**src/rtl/pp_rxstat_pkg.sv**
```systemverilog
package pp_rxstat_pkg;

    typedef enum logic {
        BUF_A = 1'b0,
        BUF_B = 1'b1
    } buf_sel_e;

    typedef struct packed {
        logic frame;
        logic parity;
        logic overrun;
    } err_flags_t;

    // Slave-select save field: {more, saved, which}
    typedef struct packed {
        logic more;
        logic saved;
        logic which;
    } save_code_t;

    localparam int STATUS_W = 32;
    localparam int USED_W   = 13;

    function automatic save_code_t fresh_code(buf_sel_e fill);
        save_code_t c;
        c.more  = 1'b0;
        c.saved = 1'b1;
        c.which = (fill == BUF_B);
        return c;
    endfunction

endpackage

```
**src/rtl/pp_buf_track.sv**
```systemverilog
module pp_buf_track
    import pp_rxstat_pkg::*;
(
    input  logic       clk,
    input  logic       rst,
    input  logic       dma_rst,
    input  logic [1:0] load,
    input  logic [1:0] unload,
    input  logic [1:0] tx_in,
    output logic [1:0] rx_act,
    output logic [1:0] tx_act,
    output buf_sel_e   fill
);

    logic fill_q;

    always_ff @(posedge clk) begin
        if (rst) begin
            tx_act <= '0;
        end else begin
            tx_act <= tx_in;
        end
    end

    always_ff @(posedge clk) begin
        if (rst || dma_rst) begin
            fill_q <= 1'b0;
        end else if (unload[fill_q]) begin
            fill_q <= ~fill_q;
        end
    end

    for (genvar i = 0; i < 2; i++) begin : g_act
        always_ff @(posedge clk) begin
            if (rst || dma_rst) begin
                rx_act[i] <= 1'b0;
            end else if (load[i]) begin
                rx_act[i] <= 1'b1;
            end else if (unload[i]) begin
                rx_act[i] <= 1'b0;
            end
        end

        assert_load_sets_act_R2: assert property (@(posedge clk) disable iff (rst)
            (load[i] && !dma_rst) |=> rx_act[i]);
        assert_unload_clears_act_R2: assert property (@(posedge clk) disable iff (rst)
            (unload[i] && !load[i]) |=> !rx_act[i]);
    end

    assign fill = buf_sel_e'(fill_q);

    assert_fill_handover_R3: assert property (@(posedge clk) disable iff (rst)
        (unload[fill_q] && !dma_rst) |=> (fill_q != $past(fill_q)));
    assert_dma_rst_rx_R8: assert property (@(posedge clk) disable iff (rst)
        dma_rst |=> (rx_act == 2'b00 && fill == BUF_A));

endmodule

```
**src/rtl/pp_err_flags.sv**
```systemverilog
module pp_err_flags
    import pp_rxstat_pkg::*;
(
    input  logic       clk,
    input  logic       rst,
    input  logic       dma_rst,
    input  logic       uart_mode,
    input  logic       load,
    input  logic       take,
    input  err_flags_t tag,
    output err_flags_t flags
);

    err_flags_t set_now;

    always_comb begin
        set_now.frame   = take && tag.frame  && uart_mode;
        set_now.parity  = take && tag.parity && uart_mode;
        set_now.overrun = take && tag.overrun;
    end

    always_ff @(posedge clk) begin
        if (rst || dma_rst) begin
            flags <= '0;
        end else if (load) begin
            flags <= set_now;
        end else begin
            flags <= flags | set_now;
        end
    end

    assert_frame_sets_R4: assert property (@(posedge clk) disable iff (rst)
        (take && tag.frame && uart_mode && !dma_rst) |=> flags.frame);
    assert_spi_holds_R4: assert property (@(posedge clk) disable iff (rst)
        (!uart_mode && !load && !dma_rst) |=>
            (flags.frame == $past(flags.frame) && flags.parity == $past(flags.parity)));
    assert_parity_sets_R5: assert property (@(posedge clk) disable iff (rst)
        (take && tag.parity && uart_mode && !dma_rst) |=> flags.parity);
    assert_overrun_sets_R6: assert property (@(posedge clk) disable iff (rst)
        (take && tag.overrun && !dma_rst) |=> flags.overrun);
    assert_load_clears_R7: assert property (@(posedge clk) disable iff (rst)
        (load && !take && !dma_rst) |=> (flags == '0));
    assert_dma_rst_flags_R8: assert property (@(posedge clk) disable iff (rst)
        dma_rst |=> (flags == '0));

endmodule

```
**src/rtl/pp_ssel_save.sv**
```systemverilog
module pp_ssel_save
    import pp_rxstat_pkg::*;
#(
    parameter int CNT_W = 8
) (
    input  logic             clk,
    input  logic             rst,
    input  logic             dma_rst,
    input  logic             uart_mode,
    input  logic             ssel_n,
    input  logic             any_load,
    input  buf_sel_e         fill,
    input  logic [CNT_W-1:0] byte_cnt,
    output save_code_t       code,
    output logic [CNT_W-1:0] saved_cnt
);

    logic ssel_q;
    logic rise;

    always_ff @(posedge clk) begin
        if (rst) begin
            ssel_q <= 1'b1;
        end else begin
            ssel_q <= ssel_n;
        end
    end

    assign rise = ssel_n && !ssel_q && !uart_mode;

    always_ff @(posedge clk) begin
        if (rst || dma_rst) begin
            code      <= '0;
            saved_cnt <= '0;
        end else if (rise) begin
            if (any_load || !code.saved) begin
                code      <= fresh_code(fill);
                saved_cnt <= byte_cnt;
            end else begin
                code.more <= 1'b1;
            end
        end else if (any_load) begin
            code <= '0;
        end
    end

    assert_first_edge_R9: assert property (@(posedge clk) disable iff (rst)
        (rise && !code.saved && !dma_rst) |=>
            (code.saved && !code.more && saved_cnt == $past(byte_cnt)));
    assert_repeat_edge_R10: assert property (@(posedge clk) disable iff (rst)
        (rise && code.saved && !any_load && !dma_rst) |=>
            (code.more && saved_cnt == $past(saved_cnt)));
    assert_code_legal_R11: assert property (@(posedge clk) disable iff (rst)
        !(code == 3'd1 || code == 3'd4 || code == 3'd5));
    assert_load_clears_code_R11: assert property (@(posedge clk) disable iff (rst)
        (any_load && !rise && !dma_rst) |=> (code == '0));

endmodule

```
**src/rtl/pp_rxdma_status.sv**
```systemverilog
module pp_rxdma_status
    import pp_rxstat_pkg::*;
#(
    parameter int CNT_W = 8
) (
    input  logic             clk,
    input  logic             rst,
    input  logic             dma_rst,
    input  logic             uart_mode,
    input  logic             load_a,
    input  logic             load_b,
    input  logic             unload_a,
    input  logic             unload_b,
    input  logic             tx_act_a,
    input  logic             tx_act_b,
    input  logic             fifo_pop,
    input  logic             fifo_frame_err,
    input  logic             fifo_par_err,
    input  logic             fifo_ovr,
    input  logic [CNT_W-1:0] byte_cnt,
    input  logic             ssel_n,
    output logic [31:0]      status,
    output logic [CNT_W-1:0] saved_cnt
);

    logic [1:0] load_v;
    logic [1:0] unload_v;
    logic [1:0] rx_act;
    logic [1:0] tx_act;
    buf_sel_e   fill;
    err_flags_t tag;
    err_flags_t flg [2];
    save_code_t code;

    assign load_v   = {load_b, load_a};
    assign unload_v = {unload_b, unload_a};
    assign tag      = '{frame: fifo_frame_err, parity: fifo_par_err, overrun: fifo_ovr};

    pp_buf_track u_track (
        .clk    (clk),
        .rst    (rst),
        .dma_rst(dma_rst),
        .load   (load_v),
        .unload (unload_v),
        .tx_in  ({tx_act_b, tx_act_a}),
        .rx_act (rx_act),
        .tx_act (tx_act),
        .fill   (fill)
    );

    for (genvar i = 0; i < 2; i++) begin : g_buf
        pp_err_flags u_err (
            .clk      (clk),
            .rst      (rst),
            .dma_rst  (dma_rst),
            .uart_mode(uart_mode),
            .load     (load_v[i]),
            .take     (fifo_pop && (fill == buf_sel_e'(i))),
            .tag      (tag),
            .flags    (flg[i])
        );
    end

    pp_ssel_save #(.CNT_W(CNT_W)) u_ssel (
        .clk      (clk),
        .rst      (rst),
        .dma_rst  (dma_rst),
        .uart_mode(uart_mode),
        .ssel_n   (ssel_n),
        .any_load (|load_v),
        .fill     (fill),
        .byte_cnt (byte_cnt),
        .code     (code),
        .saved_cnt(saved_cnt)
    );

    assign status = {{(STATUS_W-USED_W){1'b0}}, code,
                     flg[1].frame,   flg[0].frame,
                     flg[1].parity,  flg[0].parity,
                     flg[1].overrun, flg[0].overrun,
                     tx_act, rx_act};

    assert_reserved_zero_R1: assert property (@(posedge clk) disable iff (rst)
        status[31:13] == '0);

endmodule

```
**config.mk**
```make
export PLATFORM = sky130hd
export DESIGN_NAME = pp_rxdma_status
export DESIGN_NICKNAME = d
export VERILOG_FILES = /design/src/rtl/pp_rxstat_pkg.sv /design/src/rtl/pp_buf_track.sv /design/src/rtl/pp_err_flags.sv /design/src/rtl/pp_ssel_save.sv /design/src/rtl/pp_rxdma_status.sv
export SDC_FILE = /design/constraint.sdc
export NUM_CORES = 1
export LEC_CHECK = 0
export BUFFER_PORTS_ARGS = -buffer_cell sky130_fd_sc_hd__buf_2
export CAP_MARGIN = 40
export CORE_ASPECT_RATIO = 0.8
export CORE_UTILIZATION = 39
export CTS_BUF_LIST = sky130_fd_sc_hd__clkbuf_8
export DETAILED_ROUTE_END_ITERATION = 12
export HOLD_SLACK_MARGIN = 0.15
export PLACE_DENSITY_LB_ADDON = 0.2
export SLEW_MARGIN = 20
export SYNTH_ARGS = -nofsm -noshare
export SYNTH_HDL_FRONTEND = slang
export SYNTH_SLANG_ARGS = --single-unit
```
**constraint.sdc**
```tcl
create_clock -name clk -period 1.1 [get_ports clk]
set_input_delay 0.055 -clock clk [delete_from_list [all_inputs] [get_ports clk]]
set_output_delay 0.055 -clock clk [all_outputs]
set_load 0.03 [all_outputs]
```
==> impl_metrics.env <==
export IMPL_synth_xor_area_share_pct=0
export IMPL_syn_area_per_cell_um2=9.06
export IMPL_synth_common_cells="dfxtp_1 (23), buf_4 (19), a21oi_1 (15)"
export IMPL_synthFlopType="dfxtp_1"
export IMPL_numPlacedInstances=187
export IMPL_cp_startpoint="u_ssel.ssel_q"
export IMPL_violations="negative setup slack"
export IMPL_critical_path_endpoint_type="register"
export IMPL_cap_violations=0
export IMPL_numCtsBuffers=3
export IMPL_grt_overflow=0
export IMPL_synth_compound_area_share_pct=17.3
export IMPL_hold_path_depth=3
export IMPL_die_h_um=47.4
export IMPL_grt_max_degree=21
export IMPL_fill_cells=215
export IMPL_min_from="load_a"
export IMPL_hold_violations=0
export IMPL_r2r_start="u_ssel.ssel_q"
export IMPL_internal_power_mw=1.21
export IMPL_fin_cells=213
export IMPL_dieArea_mm2=0.00279
export IMPL_worstSetupPathType="register to register"
export IMPL_drtIter0Drc=26
export IMPL_combPwrFrac_pct=17.9
export IMPL_drt_wirelength_per_cell_um=11.8
export IMPL_grt_util_all_layers_pct=17.5
export IMPL_ios=63
export IMPL_start_util_pct=41.2
export IMPL_place_area_mm2=0.00118
export IMPL_p_switching_mw=0.477
export IMPL_p_total_mw=1.69
export IMPL_clkSinkCount=23
export IMPL_synthesis_area_mm2=0.00101
export IMPL_seq_power_share_pct=50.9
export IMPL_vias_per_cell=4.65
export IMPL_core_mm2=0.00244
export IMPL_vdd_drop_max_uv=1010
export IMPL_synth_adder_area_share_pct=0
export IMPL_path_max_fanout=5
export IMPL_yosysTopAreaCellShare_pct=45.8
export IMPL_vias=991
export IMPL_synth_most_common_cell="dfxtp_1"
export IMPL_synth_cell_types=25
export IMPL_fin_crit_ns=1.15
export IMPL_hold_ws_ns=0.178
export IMPL_synthMuxAreaShare_pct=0.995
export IMPL_clkPwrFrac_pct=31.1
export IMPL_drc=0
export IMPL_outcome="finished, violations left"
export IMPL_min_path_type="input pin to register"
export IMPL_grt_antenna_before_repair=0
export IMPL_globalplace_congestion=0.694
export IMPL_setup_violations=6
export IMPL_fin_skew_ns=0.00885
export IMPL_diodes=0
export IMPL_clkLatencyLatePin_ns=0.27
export IMPL_dp_hpwl_um=1520
export IMPL_drive_above_1_share_pct=40.1
export IMPL_synth_simple_area_share_pct=16.8
export IMPL_drt_first_pass_iters=4
export IMPL_cp_start_kind="register"
export IMPL_final_core_util_pct=61.1
export IMPL_drv_slew=0
export IMPL_cts_root_buffer="clkbuf_8"
export IMPL_ys_warn_count=0
export IMPL_setup_ws_ns=-0.0534
export IMPL_syn2layout_area_growth_pct=48.3
export IMPL_timing_final_crit_share_pct=105
export IMPL_syn_inst=111
export IMPL_synth_top_family_by_area="buffers and inverters"
export IMPL_drt_antenna_violating_nets=0
export IMPL_clock_path_buffers=2
export IMPL_final_area_mm2=0.00149
export IMPL_switching_share_pct=28.3
export IMPL_power_leakage_nw=0.671
export IMPL_cts_tree="yes"
export IMPL_rsz0062_at_grt="true"
export IMPL_routed_wl_um=2520
export IMPL_ys_ff_latch=23
export IMPL_p_per_area_mw_per_mm2=1130
export IMPL_grt_pass1_vias=849
export IMPL_async_reset_ff_share_pct=0
export IMPL_ys_seq_area_share_pct=45.8
export IMPL_synth_edf_count=0
export IMPL_r2r_slack_ns=-0.05
export IMPL_yosysTopAreaCell="dfxtp_1"
export IMPL_arrival_ns=1.29
export IMPL_num_nets_final=201
export IMPL_clk_pin_slew_ns=0.09
export IMPL_grt_pass1_wl_um=3570
export IMPL_synthTopCellsByArea="dfxtp_1 (46%), buf_4 (14%), a21oi_1 (7.5%)"
export IMPL_reg2reg_depth=3
export IMPL_port_buffers=43
export IMPL_die_w_um=58.8
export IMPL_rows=16
export IMPL_clock_fmax_mhz=867
export IMPL_crit_required_ns=1.24
export IMPL_h_tree_depth=1
## placed cells by master, fill, tap and decap left out, types with 2 or more instances in the layout
cell type	n
a21oi_1	14
a32oi_1	3
buf_2	43
buf_4	4
clkbuf_8	3
conb_1	19
dfxtp_1	21
dlygate4sd3_1	19
inv_1	3
nand2_1	2
nand3_1	9
nand4_1	2
nor2_1	7
nor2b_1	2
o21ai_2	7
or2_2	2
or3b_4	4
## layer usage
metal / up-vias / GRT usage, % / wire (um)
li1: 484 / - / -
met1: 461 / 19.1 / 1080
met2: 44 / 33.6 / 1270
met3: 2 / 5.68 / 151
met4: 0 / 4.29 / 11
met5: - / 0 / 0
## sequential cells by signal (all words and copies together), names as in the netlist
name / cells
u_ssel.code: 3
u_track.fill: 1
u_track.tx_act: 2
g_buf.u_err.flags: 6
u_track.rx_act: 2
u_ssel.ssel_q: 1
u_ssel.saved_cnt: 8
## critical path: stages, from the launching register on
cell	delay (ns)
dfxtp_2	0.34
or3b_4	0.45
o211ai_2	0.17
a21oi_2	0.07
## kinds of logic (layout without fill, tap and decap cells)
| family | after synthesis | after routing |
|---|---|---|
| and+or+nand+nor | 30 | 32 |
| DFF | 23 | 23 |
| AOI/OAI and AO/OA | 29 | 29 |
| buffers and inverters | 27 | 73 |
| other | 1 | 19 |
| muxes | 1 | 1 |
## worst paths after layout
kind / to
max: u_ssel.code[0]
min reg2reg: u_ssel.saved_cnt[4]
min: u_track.rx_act[0]
max reg2reg: u_ssel.code[0]
## metrics by stage
stage / setup TNS (ns) / setup WS, ns
final: -0.111 / -0.0534
after CTS: -0.0654 / -0.0284
after floorplan: -0.649 / -0.0742
after detailed placement: -0.911 / -0.119
after global routing: -0.467 / -0.0795
after global placement: -0.782 / -0.0982
## final cells by class
class                           instances  area (um2)  area share, %
Multi-Input combinational cell         81         488           32.7
Sequential cell                        23         465           31.2
Timing Repair Buffer                   66         435           29.2
Tap cell                               36        45.0           3.02
Clock buffer                            3        41.3           2.77
Inverter                                3        11.3          0.755
Clock inverter                          1        5.00          0.336
## power groups by stage
stage	sequential (mW)	clock [mW]	combinational (mW)
floorplan	0.902	0	0.188
global placement	0.875	0	0.234
detailed placement	0.876	0	0.235
CTS	0.857	0.530	0.291
global route	0.861	0.574	0.325
finish	0.859	0.525	0.302
## timing repair
item | in CTS | in global routing
setup buffers | 0 | 1
gates resized for setup | 3 | 11
gates cloned | 1 | 1
hold buffers | 19 | 0
endpoints found under the hold margin | 20 | 0
endpoints found under the setup margin | 9 | 11
pin swaps | 0 | 14
Note: power is estimated with default switching activity, not from simulation.
